===== config.mk =====
export PLATFORM = sky130hd
export DESIGN_NAME = pcs_top
export DESIGN_NICKNAME = d
export VERILOG_FILES = /design/src/rtl/pcs_pkg.sv /design/src/rtl/pcs_tick_gen.sv /design/src/rtl/pcs_width_meas.sv /design/src/rtl/pcs_hold_timer.sv /design/src/rtl/pcs_integrator.sv /design/src/rtl/pcs_top.sv
export SDC_FILE = /design/constraint.sdc
export NUM_CORES = 1
export LEC_CHECK = 0
export ABC_AREA = 1
export BUFFER_PORTS_ARGS = -buffer_cell sky130_fd_sc_hd__buf_2
export CORE_MARGIN = 8
export CORE_UTILIZATION = 71
export CTS_BUF_LIST = sky130_fd_sc_hd__clkbuf_8
export CTS_CLUSTER_SIZE = 20
export DETAILED_ROUTE_END_ITERATION = 8
export PLACE_DENSITY = 0.88
export SLEW_MARGIN = 0
export SYNTH_ARGS = -nofsm -noshare
export SYNTH_HDL_FRONTEND = slang
export SYNTH_SLANG_ARGS = --single-unit

===== constraint.sdc =====
create_clock -name clk -period 4.92 [get_ports clk]
set_input_delay 0.246 -clock clk [delete_from_list [all_inputs] [get_ports clk]]
set_output_delay 0.246 -clock clk [all_outputs]
set_load 0.03 [all_outputs]

===== src/rtl/pcs_pkg.sv =====
package pcs_pkg;
  // Result of one completed pulse measurement.
  typedef struct packed {
    logic done;     // a falling edge closed a measurement this cycle
    logic is_on;    // width qualified as an on command
  } pcs_cmd_t;
endpackage


===== src/rtl/pcs_tick_gen.sv =====
module pcs_tick_gen #(
  parameter int CLK_PER_TICK = 50
) (
  input  logic clk,
  input  logic rst_n,
  output logic tick
);
  generate
    if (CLK_PER_TICK <= 1) begin : g_every
      assign tick = 1'b1;
    end else begin : g_div
      localparam int DW = $clog2(CLK_PER_TICK);
      localparam logic [DW-1:0] LAST = DW'(CLK_PER_TICK - 1);
      logic [DW-1:0] div_q;
      always_ff @(posedge clk) begin
        if (!rst_n)             div_q <= '0;
        else if (div_q == LAST) div_q <= '0;
        else                    div_q <= div_q + 1'b1;
      end
      assign tick = (div_q == LAST);

      a_r9_div_range: assert property (@(posedge clk) disable iff (!rst_n)
        div_q <= LAST);
    end
  endgenerate
endmodule


===== src/rtl/pcs_width_meas.sv =====
module pcs_width_meas
  import pcs_pkg::*;
#(
  parameter int THRESH_TICKS = 1000,
  parameter int MAX_TICKS    = 3000
) (
  input  logic     clk,
  input  logic     rst_n,
  input  logic     tick,
  input  logic     pulse_in,
  output pcs_cmd_t cmd
);
  localparam int CW = $clog2(MAX_TICKS + 2);
  localparam logic [CW-1:0] SAT = CW'(MAX_TICKS + 1);
  localparam logic [CW-1:0] THR = CW'(THRESH_TICKS);
  localparam logic [CW-1:0] MAXW = CW'(MAX_TICKS);

  logic sync1, sync2, sync3;
  logic rise, fall;
  logic [CW-1:0] width_q;

  always_ff @(posedge clk) begin
    if (!rst_n) begin
      sync1 <= 1'b0;
      sync2 <= 1'b0;
      sync3 <= 1'b0;
    end else begin
      sync1 <= pulse_in;
      sync2 <= sync1;
      sync3 <= sync2;
    end
  end

  assign rise = sync2 & ~sync3;
  assign fall = ~sync2 & sync3;

  always_ff @(posedge clk) begin
    if (!rst_n)
      width_q <= '0;
    else if (rise)
      width_q <= tick ? CW'(1) : '0;
    else if (sync2 && tick && width_q != SAT)
      width_q <= width_q + 1'b1;
  end

  always_ff @(posedge clk) begin
    if (!rst_n) begin
      cmd <= '0;
    end else begin
      cmd.done  <= fall;
      cmd.is_on <= fall && (width_q > THR) && (width_q <= MAXW);
    end
  end

  a_r4_width_saturates: assert property (@(posedge clk) disable iff (!rst_n)
    width_q <= SAT);
  a_r2_cmd_follows_fall: assert property (@(posedge clk) disable iff (!rst_n)
    fall |=> cmd.done);
  a_r3_on_implies_done: assert property (@(posedge clk) disable iff (!rst_n)
    cmd.is_on |-> cmd.done);
endmodule


===== src/rtl/pcs_hold_timer.sv =====
module pcs_hold_timer
  import pcs_pkg::*;
#(
  parameter int HOLD_TICKS = 70000
) (
  input  logic     clk,
  input  logic     rst_n,
  input  logic     tick,
  input  pcs_cmd_t cmd,
  output logic     raw_on
);
  localparam int HW = $clog2(HOLD_TICKS + 1);
  localparam logic [HW-1:0] FULL = HW'(HOLD_TICKS);

  logic [HW-1:0] remain_q;
  logic          reload;

  assign reload = cmd.done & cmd.is_on;

  always_ff @(posedge clk) begin
    if (!rst_n)
      remain_q <= '0;
    else if (reload)
      remain_q <= FULL;
    else if (tick && remain_q != '0)
      remain_q <= remain_q - 1'b1;
  end

  assign raw_on = (remain_q != '0);

  a_r5_hold_max: assert property (@(posedge clk) disable iff (!rst_n)
    remain_q <= FULL);
  a_r5_reload_full: assert property (@(posedge clk) disable iff (!rst_n)
    reload |=> remain_q == FULL);
  a_r6_counts_down: assert property (@(posedge clk) disable iff (!rst_n)
    (remain_q != '0 && !reload && tick) |=> remain_q == $past(remain_q) - 1'b1);
endmodule


===== src/rtl/pcs_integrator.sv =====
module pcs_integrator #(
  parameter int INTEG_TICKS = 70000
) (
  input  logic clk,
  input  logic rst_n,
  input  logic tick,
  input  logic raw_on,
  output logic sw_q
);
  localparam int IW = $clog2(INTEG_TICKS + 1);
  localparam logic [IW-1:0] TOP    = IW'(INTEG_TICKS);
  localparam logic [IW-1:0] ON_LVL = IW'((INTEG_TICKS * 3) / 4);
  localparam logic [IW-1:0] OFF_LVL = IW'(INTEG_TICKS / 4);

  logic [IW-1:0] acc_q;

  always_ff @(posedge clk) begin
    if (!rst_n)
      acc_q <= '0;
    else if (tick) begin
      if (raw_on && acc_q != TOP)        acc_q <= acc_q + 1'b1;
      else if (!raw_on && acc_q != '0)   acc_q <= acc_q - 1'b1;
    end
  end

  always_ff @(posedge clk) begin
    if (!rst_n)                 sw_q <= 1'b0;
    else if (acc_q >= ON_LVL)   sw_q <= 1'b1;
    else if (acc_q <= OFF_LVL)  sw_q <= 1'b0;
  end

  a_r7_acc_range: assert property (@(posedge clk) disable iff (!rst_n)
    acc_q <= TOP);
  a_r7_single_step: assert property (@(posedge clk) disable iff (!rst_n)
    1'b1 |=> (acc_q == $past(acc_q)) || (acc_q == $past(acc_q) + 1'b1) ||
             (acc_q == $past(acc_q) - 1'b1));
  a_r8_off_below_high: assert property (@(posedge clk) disable iff (!rst_n)
    $fell(sw_q) |-> $past(acc_q) < ON_LVL);
  a_r7_on_above_low: assert property (@(posedge clk) disable iff (!rst_n)
    $rose(sw_q) |-> $past(acc_q) > OFF_LVL);
endmodule


===== src/rtl/pcs_top.sv =====
module pcs_top
  import pcs_pkg::*;
#(
  parameter int CLK_PER_TICK = 50,
  parameter int THRESH_TICKS = 1000,
  parameter int MAX_TICKS    = 3000,
  parameter int HOLD_TICKS   = 70000,
  parameter int INTEG_TICKS  = 70000,
  parameter bit FILTER_EN    = 1'b1
) (
  input  logic clk,
  input  logic rst_n,
  input  logic pulse_in,
  output logic switch_out
);
  logic     tick;
  pcs_cmd_t cmd;
  logic     raw_on;

  pcs_tick_gen #(.CLK_PER_TICK(CLK_PER_TICK)) u_tick (
    .clk(clk), .rst_n(rst_n), .tick(tick)
  );

  pcs_width_meas #(.THRESH_TICKS(THRESH_TICKS), .MAX_TICKS(MAX_TICKS)) u_meas (
    .clk(clk), .rst_n(rst_n), .tick(tick), .pulse_in(pulse_in), .cmd(cmd)
  );

  pcs_hold_timer #(.HOLD_TICKS(HOLD_TICKS)) u_hold (
    .clk(clk), .rst_n(rst_n), .tick(tick), .cmd(cmd), .raw_on(raw_on)
  );

  generate
    if (FILTER_EN) begin : g_filt
      pcs_integrator #(.INTEG_TICKS(INTEG_TICKS)) u_integ (
        .clk(clk), .rst_n(rst_n), .tick(tick), .raw_on(raw_on), .sw_q(switch_out)
      );
    end else begin : g_raw
      assign switch_out = raw_on;
    end
  endgenerate

  a_r1_reset_off: assert property (@(posedge clk)
    !rst_n |=> !switch_out);
endmodule


Yosys cells after proc, flatten, opt, wreduce, memory -nomap -nowiden
Index checks and enable logic that the tools add are counted.
{ "totals": {"reg_bits": 58, "inputBits": 3, "output_inout_bits": 1, "word_cells": 55} }
{ "op_classes": {"addsub": 5, "n_lt_le_gt_ge": 4, "eq_ne": 3, "mux": 9, "bitwise_logic": 6, "n_reduce_logical": 17} }
{ "op_table": {"columns": ["op", "count"], "rows": [
  ["$mux 17", 4],
  ["$reduce_bool 17->1", 2],
  ["$sub 17x1->17 const B", 2],
  ["$mux 12", 2],
  ["$add 17x1->17 const B", 1],
  ["$ge 17x16->1 const B", 1],
  ["$le 17x15->1 const B", 1],
  ["$ne 17x17->1 const B", 1],
  ["$add 12x1->12 const B", 1],
  ["$gt 12x10->1 const B", 1],
  ["$le 12x12->1 const B", 1],
  ["$ne 12x12->1 const B", 1],
  ["$reduce_bool 2->1", 4],
  ["$logic_and 1x1->1", 7],
  ["$add 6x1->6 const B", 1],
  ["$eq 6x6->1 const B", 1],
  ["$reduce_or 2->1", 2],
  ["$and 1x1->1", 3],
  ["$mux 1", 3],
  ["$not 1->1", 3],
  ["$reduce_and 2->1", 1],
  ["$logic_not 1->1", 1]
]} }

Depth between registers and ports, before layout
Gate-level depths: netlist (run 1).
{ "depth": {"depth_word": 5, "mapped_depth": 18, "depth_no_buf": 18} }

By module
Synthesis (run 1) repeated with hierarchy kept, for this count alone.
{ "hier_totals": {"cells_unflattened": 635, "hier_area_um2": 4100.2} }
{ "modules_own_cells": {"columns": ["module", "n_inst", "cells_per_inst", "area_per_inst_um2", "seq_area_each_um2"], "rows": [
  ["pcs_integrator", 1, 276, 1715.4, 360.3],
  ["pcs_hold_timer", 1, 169, 1092.3, 340.3],
  ["pcs_width_meas", 1, 157, 1021.0, 340.3],
  ["pcs_tick_gen", 1, 33, 271.5, 120.1]
]} }

Worst setup path after synthesis (run 1)
OpenSTA, ideal clock, no wires.
{ "synth_path": {"kind": "reg2reg", "start": "register g_filt.u_integ.acc_q[12]", "end": "register g_filt.u_integ.acc_q[16]", "setup_ps": 110, "t_arrival_ps": 3164, "required_ps": 4810, "path_slack_ps": 1647, "stages_incl_launch_ff": 18, "path_buffers": 1, "period_less_slack_ps": 3273, "path_cell_list": "dfxtp_1 -> clkbuf_2 -> nand4_1 -> nor2_1 -> nand2_1 -> o21ai_0 -> inv_1 -> fa_1 -> o21ai_0 -> nand3_1 -> nand2_1 -> nand2_1 -> nand2_1 -> nand2_1 -> nand3_1 -> nand2_1 -> inv_1 -> nor2_1"} }
{ "synth_between": {"elab_chain_cells": 4, "elab_cells_between_ends": 10, "classes_between": "2 x add/sub; 1 x eq/ne; 2 x mux; 5 x reduce/logical"} }
{ "synth_lines": {"columns": ["element", "line", "text"], "rows": [
  ["from (decl)", "pcs_integrator.sv:15", "logic [IW-1:0] acc_q;"],
  ["from (signal assigned)", "pcs_integrator.sv:21", "if (raw_on && acc_q != TOP) acc_q <= acc_q + 1'b1;"],
  ["from (signal assigned)", "pcs_integrator.sv:22", "else if (!raw_on && acc_q != '0) acc_q <= acc_q - 1'b1;"],
  ["branches (longest 4 deep; another with $sub 17x1->17)", null, null]
]} }
Several ways; the timed one is not identified. The select of a mux whose other input is x is not followed.
A chain may end at the register's enable or synchronous reset.

Worst setup path in the final report (run 1)
{ "layout_path": {"start": "register u_hold.remain_q[8]", "end": "register g_filt.u_integ.acc_q[16]"} }
{ "layout_between": {"elab_chain_cells": 5, "elab_cells_between_ends": 7, "classes_between": "1 x mux; 6 x reduce/logical"} }
{ "layout_lines": {"columns": ["element", "line", "text"], "rows": [
  ["from (decl)", "pcs_hold_timer.sv:15", "logic [HW-1:0] remain_q;"],
  ["from (signal assigned)", "pcs_hold_timer.sv:26", "remain_q <= remain_q - 1'b1;"],
  ["$reduce_bool 17->1 (*)", "pcs_hold_timer.sv:29", "assign raw_on = (remain_q != '0);"],
  ["$logic_not 1->1", "pcs_integrator.sv:22", null],
  ["$logic_and 1x1->1", "pcs_integrator.sv:22", null],
  ["$reduce_bool 2->1 (no line)", null, null],
  ["$reduce_and 2->1 (no line)", null, null]
]} }
Every way passes the cells marked *; elsewhere a longest branch is shown, timed or not.

==> flow_summary.yaml, run 1 <==
yosys:
  synth_cells: 589
  yosysMostFrequentCell: "nand2_1"
  synth_seq_cells: 58
  synthTopCellsByArea: "dfxtp_1 (30%), nand2_1 (12%), inv_1 (7.5%), nor2_1 (7.5%), ha_1 (7.1%)"
  synth_top_area_cell: "dfxtp_1"
  avgSynthCellArea_sq_um: 6.58
  synthFlopType: "dfxtp_1"
  ys_types: 39
  synth_area_sq_um: 3870
  yosys_warnings: 0
  async_flop_share_pct: 0
  synth-edff-count: 0
  ys_seq_area_share_pct: 30.0
  yosys-top-cells-count: "nand2_1 (119), inv_1 (77), nor2_1 (77), dfxtp_1 (58), a21oi_1 (53)"
  synth_top_cell_area_share_pct: 30.0
  synth_nets: 615
worst_setup_path:
  critPathMaxStageDelay_ns: 0.41
  crit_required_ns: 5.20
  critPathKind: "reg -> reg"
  crit_path_cell_trace: "nor2_4 -> nand3_2 -> nor2_2 -> nand3_1 -> o21ai_1 -> buf_4 -> inv_1 -> fa_1 -> o21ai_0 -> nand3_1 -> nand2_1 -> nand2_1 -> nand3_1 -> nand3_1 -> nand2_1 -> inv_1 -> nor2_1"
  critPathBufInv: 3
  cp_top_family: "simple AND/OR/NAND/NOR gates"
  crit_path_end_kind: "flop"
  arrival_ns: 3.13
  start_kind: "flop"
  critPathSlowestCell: "fa_1"
  path_common_cell: "nand3_1"
  critical_path_peak_fanout: 17
grt:
  grt_pass1_wl_microns: 15200
  antenna_found_initial: 0
  overflow: 0
  grt_pass1_vias: 3574
  grtUsageTotal_pct: 22.0
  grt_max_degree: 29
clock_tree:
  clk_latency_ns: 0.34
  post_cts_buffers: 0
  cts.clk_slew.worst_paths_ns: 0.07
  cts.sinks: 58
  numCtsBuffers: 9
  cts_hold_buf: 0
  clockRootBuffer: "clkbuf_8"
  cts_tree: "built"
  h-tree-depth: 3
  cts_resized: 0
  cts_buffer_depth: 2
timing:
  finalCritPeriodShare_pct: 58.0
  fin_tns_setup_ns: 0
  rsz0062_at_grt: "no"
  finClkSkew_ns: 0.0124
  slew_headroom_pct: 66.3
  worst_slew_pin_slew_ns: 0.504
  setup_viol: 0
  period_needed_ns: 2.85
  maxSlewViolCount: 0
  final-hold-violation-count: 0
  fmax_ghz: 0.350
pwr:
  p_switching_uw: 221
  p_seq_share_pct: 52.3
  vdd_drop_max_v: 0.000168
  p_int_uw: 690
  switching_share_pct: 24.2
  p_per_area_nw_per_um2: 221
  power_frac_comb_pct: 2.5
  pwr-share-clk_pct: 45.2
  p_leak_uw: 0.00197
routing:
  drt-total-wl_microns: 8690
  vias: 3783
  drtIter0Drc: 215
  first_pass_iters: 4
  wl_per_cell_microns: 12.9
  ant_nets: 0
  viasPerCell: 5.61
  drc: 0
place:
  port_buffers: 3
  place_area_sq_um: 3940
  place_hpwl_microns: 6450
  routabilityCongestion: 0.942
floorplan:
  ios: 4
  start_util_pct: 72.1
  core_area_sq_um: 5370
  dieArea_sq_um: 8080
  fp.dieW_microns: 89.9
  row_count: 27
  die_y_microns: 89.9
cells_and_area:
  nNetsFinal: 623
  final_area_sq_um: 4130
  syn2layout_area_growth_pct: 6.46
  seq_area_sq_um: 1160
  fillCellCount: 428
  drive_gt1_share_pct: 8.80
  multi_input_comb_area_sq_um: 2350
  diodes: 0
flow_run:
  maxCapViolCount: 0
status:
  outcome: "completed"
worst_hold_path:
  hold_path_class: "in -> reg"
## tightest hold or removal path: cells and delay by family
kind	cells	cell delay (ns)
buffers and inverters	2	0.11
and+or+nand+nor	1	0.04
## state kept, by name, indices dropped and copies added (netlist names)
signal	cells
g_filt.u_integ.acc_q	17
g_filt.u_integ.sw_q	1
u_hold.remain_q	17
u_meas.cmd	2
u_meas.sync1	1
u_meas.sync2	1
u_meas.sync3	1
u_meas.width_q	12
u_tick.g_div.div_q	6
## stage by stage
stage	hold WS (ns)	worst slack [ns]	power, uW	instances	util, %
after floorplan	0.344	1.65	504	589	-
after global placement	0.431	2.32	509	658	73.3
after detailed placement	0.435	2.20	509	658	73.3
after CTS	0.0872	2.13	915	674	76.8
after global routing	0.109	1.74	940	674	76.8
final	0.0927	2.07	911	674	76.8
## metal layers
| metal | vias to the layer above | track usage [%] | part of all wire (%) |
|---|---|---|---|
| li1 | 1930 | - | - |
| met1 | 1721 | 25.4 | 44 |
| met2 | 108 | 37.7 | 48 |
| met3 | 24 | 3.33 | 5.0 |
| met4 | 0 | 12.5 | 2.5 |
| met5 | - | 0 | 0 |
## power groups by stage
stage | Combinational [uW] | Sequential, uW | Clock, uW
3_5_place_dp | 22.3 | 487 | 0
6_report | 22.6 | 477 | 412
2_1_floorplan | 17.3 | 486 | 0
4_1_cts | 22.4 | 476 | 416
3_3_place_gp | 21.5 | 487 | 0
5_1_grt | 25.9 | 477 | 438
## cells in the final DEF (no fill, tap or decap), types with 4 or more instances in the layout
cell,synthesis,final
nand3_1,44,44
xnor2_1,7,7
nor3_1,15,15
ha_1,22,22
dfxtp_1,58,58
o21ai_1,8,9
xor2_1,12,12
nand2_2,6,6
clkbuf_8,0,11
nand4_1,8,8
nor2_1,77,77
nor2_2,10,10
a21o_1,4,4
a21oi_1,53,53
o21ai_0,30,29
nand2_1,119,119
inv_1,77,77
clkinvlp_4,0,4
## cell type report
cell class / count / share of cell area, %
timing repair buffer: 4 / 0.546
inverter: 82 / 7.52
clock inverter: 5 / 0.940
tap: 72 / 2.18
sequential: 58 / 28.1
clock buffer: 11 / 3.67
multi-input combinational: 442 / 57.0
## final timing paths
kind	start	end	slack, ns	cells past startpoint
min	pulse_in	u_meas.sync1$_SDFF_PN0_	0.09	3
max reg2reg	u_hold.remain_q[8]$_SDFFE_PN0P_	g_filt.u_integ.acc_q[16]$_SDFFE_PN0P_	2.07	17
min reg2reg	u_meas.sync2$_SDFF_PN0_	u_meas.sync3$_SDFF_PN0_	0.44	2
max	u_hold.remain_q[8]$_SDFFE_PN0P_	g_filt.u_integ.acc_q[16]$_SDFFE_PN0P_	2.07	17
## kinds of logic after synthesis
family / after synthesis / share of synthesized area (%)
simple gates: 293 / 33.6
compound gates: 107 / 15.1
buf+inv: 89 / 9.36
flops: 58 / 30.0
fa+ha+maj: 23 / 7.62
xor+xnor: 19 / 4.29
Note: power is estimated with default switching activity, not from simulation.
==> run 2, diff against run 1 <==
- CORE_UTILIZATION: 71 -> 66
- PLACE_DENSITY: 0.88 -> 0.83
- clock period: 4.92 -> 2.8 ns (I/O delays scaled with it)
==> flow_summary.yaml, run 2 (synthesized netlist as in run 1, its figures left out) <==
place:
  placedCellCount: 669
  place_area_sq_um: 4000
  port_buffers: 3
  place_hpwl_microns: 6820
  routabilityCongestion: 0.959
clock_tree:
  post_cts_buffers: 0
  h-tree-depth: 3
  cts_tree: "built"
  numCtsBuffers: 9
  cts.sinks: 58
  clk_latency_ns: 0.34
  cts_buffer_depth: 2
  clockRootBuffer: "clkbuf_8"
  cts.clk_slew.worst_paths_ns: 0.07
worst_hold_path:
  hold_path_class: "in -> reg"
  whs_path_depth: 4
  hp-start: "rst_n"
  whs_endpoint: "u_meas.sync1$_SDFF_PN0_"
pwr:
  p_per_area_nw_per_um2: 416
  vdd_drop_max_v: 0.000348
  power_uw: 1780
  p_leak_uw: 0.00206
grt:
  grt_max_degree: 29
  antenna_found_initial: 0
  grt_pass1_wl_microns: 15700
  grt_pass1_vias: 3645
  grtUsageTotal_pct: 22.3
  overflow: 0
worst_setup_path:
  arrival_ns: 2.88
  critPathKind: "reg -> reg"
  crit_path_end_kind: "flop"
  reg2reg_to: "g_filt.u_integ.acc_q[14]$_SDFFE_PN0P_"
  r2r-start: "u_hold.remain_q[0]$_SDFFE_PP0P_"
  critical_path_peak_fanout: 10
  crit_required_ns: 3.03
  rrSetupSlack_ns: 0.14
  rr_worst_depth: 16
  crit_path_start: "u_hold.remain_q[0]$_SDFFE_PP0P_"
  start_kind: "flop"
cells_and_area:
  syn2layout_area_growth_pct: 10.2
  utilization_pct: 73.9
  mostFrequentLayoutCell: "nand2_1"
  final_area_sq_um: 4270
  fillCellCount: 502
  drive_gt1_share_pct: 10.6
  diodes: 0
  reg.largest.list: "g_filt.u_integ.acc_q: 17 flops, u_hold.remain_q: 17 flops, u_meas.width_q: 12 flops"
  final_cells: 686
  final_cell_mix: "nand2_1 (119), inv_1 (78), nor2_1 (76)"
  nNetsFinal: 632
routing:
  drc: 0
  vias: 3870
  drtIter0Drc: 265
  wl_per_cell_microns: 13.5
  ant_nets: 0
  first_pass_iters: 6
  drt-total-wl_microns: 9280
  viasPerCell: 5.64
floorplan:
  ios: 4
  row_count: 28
  core_area_sq_um: 5780
  die_y_microns: 92.6
  start_util_pct: 67.0
  dieArea_sq_um: 8580
  fp.dieW_microns: 92.6
timing:
  timing.hold.ws_ns: 0.268
  final-hold-violation-count: 0
  period_needed_ns: 2.66
  setup_viol: 0
  finalCritPeriodShare_pct: 94.9
  maxSlewViolCount: 0
  fmax_ghz: 0.376
  finClkSkew_ns: 0.0103
  worst_slew_pin_slew_ns: 0.481
  slew_headroom_pct: 67.8
status:
  outcome: "completed"
flow_run:
  maxCapViolCount: 0
## run 2: changes by cell type in the layout (fill, tap and decap cells not counted), sizes merged
cell,delta
buf,+8
bufinv,+2
clkinv,+1
clkinvlp,-4
dlygate4sd3,+1
inv,+1
## run 2: worst max-delay path by stage
stage          cells after the start                                    end  slack, ns
4_1_cts                           17  g_filt.u_integ.acc_q[16]$_SDFFE_PN0P_       0.15
3_5_place_dp                      13  g_filt.u_integ.acc_q[10]$_SDFFE_PN0P_       0.15
3_3_place_gp                      13  g_filt.u_integ.acc_q[10]$_SDFFE_PN0P_       0.26
5_1_grt                           18  g_filt.u_integ.acc_q[16]$_SDFFE_PN0P_     -0.003
2_1_floorplan                     17  g_filt.u_integ.acc_q[16]$_SDFFE_PN0P_       0.22
6_report                          16  g_filt.u_integ.acc_q[14]$_SDFFE_PN0P_       0.14
## run 2: power breakdown
group          internal [uW]  total, uW  switching (uW)
clock                    547        898             351
sequential               831        837            5.94
combinational           13.9       41.1            27.2
total                   1390       1780             384
## run 2: layer usage
metal | GRT usage, % | vias to the layer above | part of all wire, %
met1 | 25.9 | 1786 | 44
li1 | - | 1946 | -
met5 | 0 | - | 0
met4 | 10.2 | 0 | 1.6
met3 | 3.88 | 16 | 4.7
met2 | 39.0 | 122 | 50
## run 2: stage by stage
stage,TNS (ns),setup WS (ns)
floorplan,0,0.223
global placement,0,0.260
detailed placement,0,0.153
CTS,0,0.146
global route,-0.00440,-0.00259
finish,0,0.143
## run 2: timing repair
action                                  4_1_cts  5_1_grt
hold buffers                                  1        0
hold endpoints to repair                      1        0
gates resized for setup                       0        6
endpoints found under the setup margin        0        5
## run 2: layout make-up
| class | count | area, sq um | share of cell area, % |
|---|---|---|---|
| Multi-Input combinational cell | 442 | 2380 | 55.8 |
| Sequential cell | 58 | 1160 | 27.2 |
| Inverter | 82 | 310 | 7.27 |
| Clock buffer | 11 | 151 | 3.55 |
| Tap cell | 75 | 93.8 | 2.20 |
| Timing Repair Buffer | 13 | 92.6 | 2.17 |
| Clock inverter | 5 | 77.6 | 1.82 |
## run 2: critical path: stages (launching register included)
cell and delay [ns]:
dfxtp_1 0.37, inv_1 0.10, ha_1 0.21, nand2_1 0.09, inv_1 0.06, nand3_1 0.14, o21ai_4 0.12, buf_4 0.20
ha_1 0.36, nand2_1 0.11, inv_1 0.07, a21oi_1 0.20, nor3_1 0.08, nor2_1 0.13, nand2_1 0.10, a21oi_2 0.14
a21oi_2 0.06
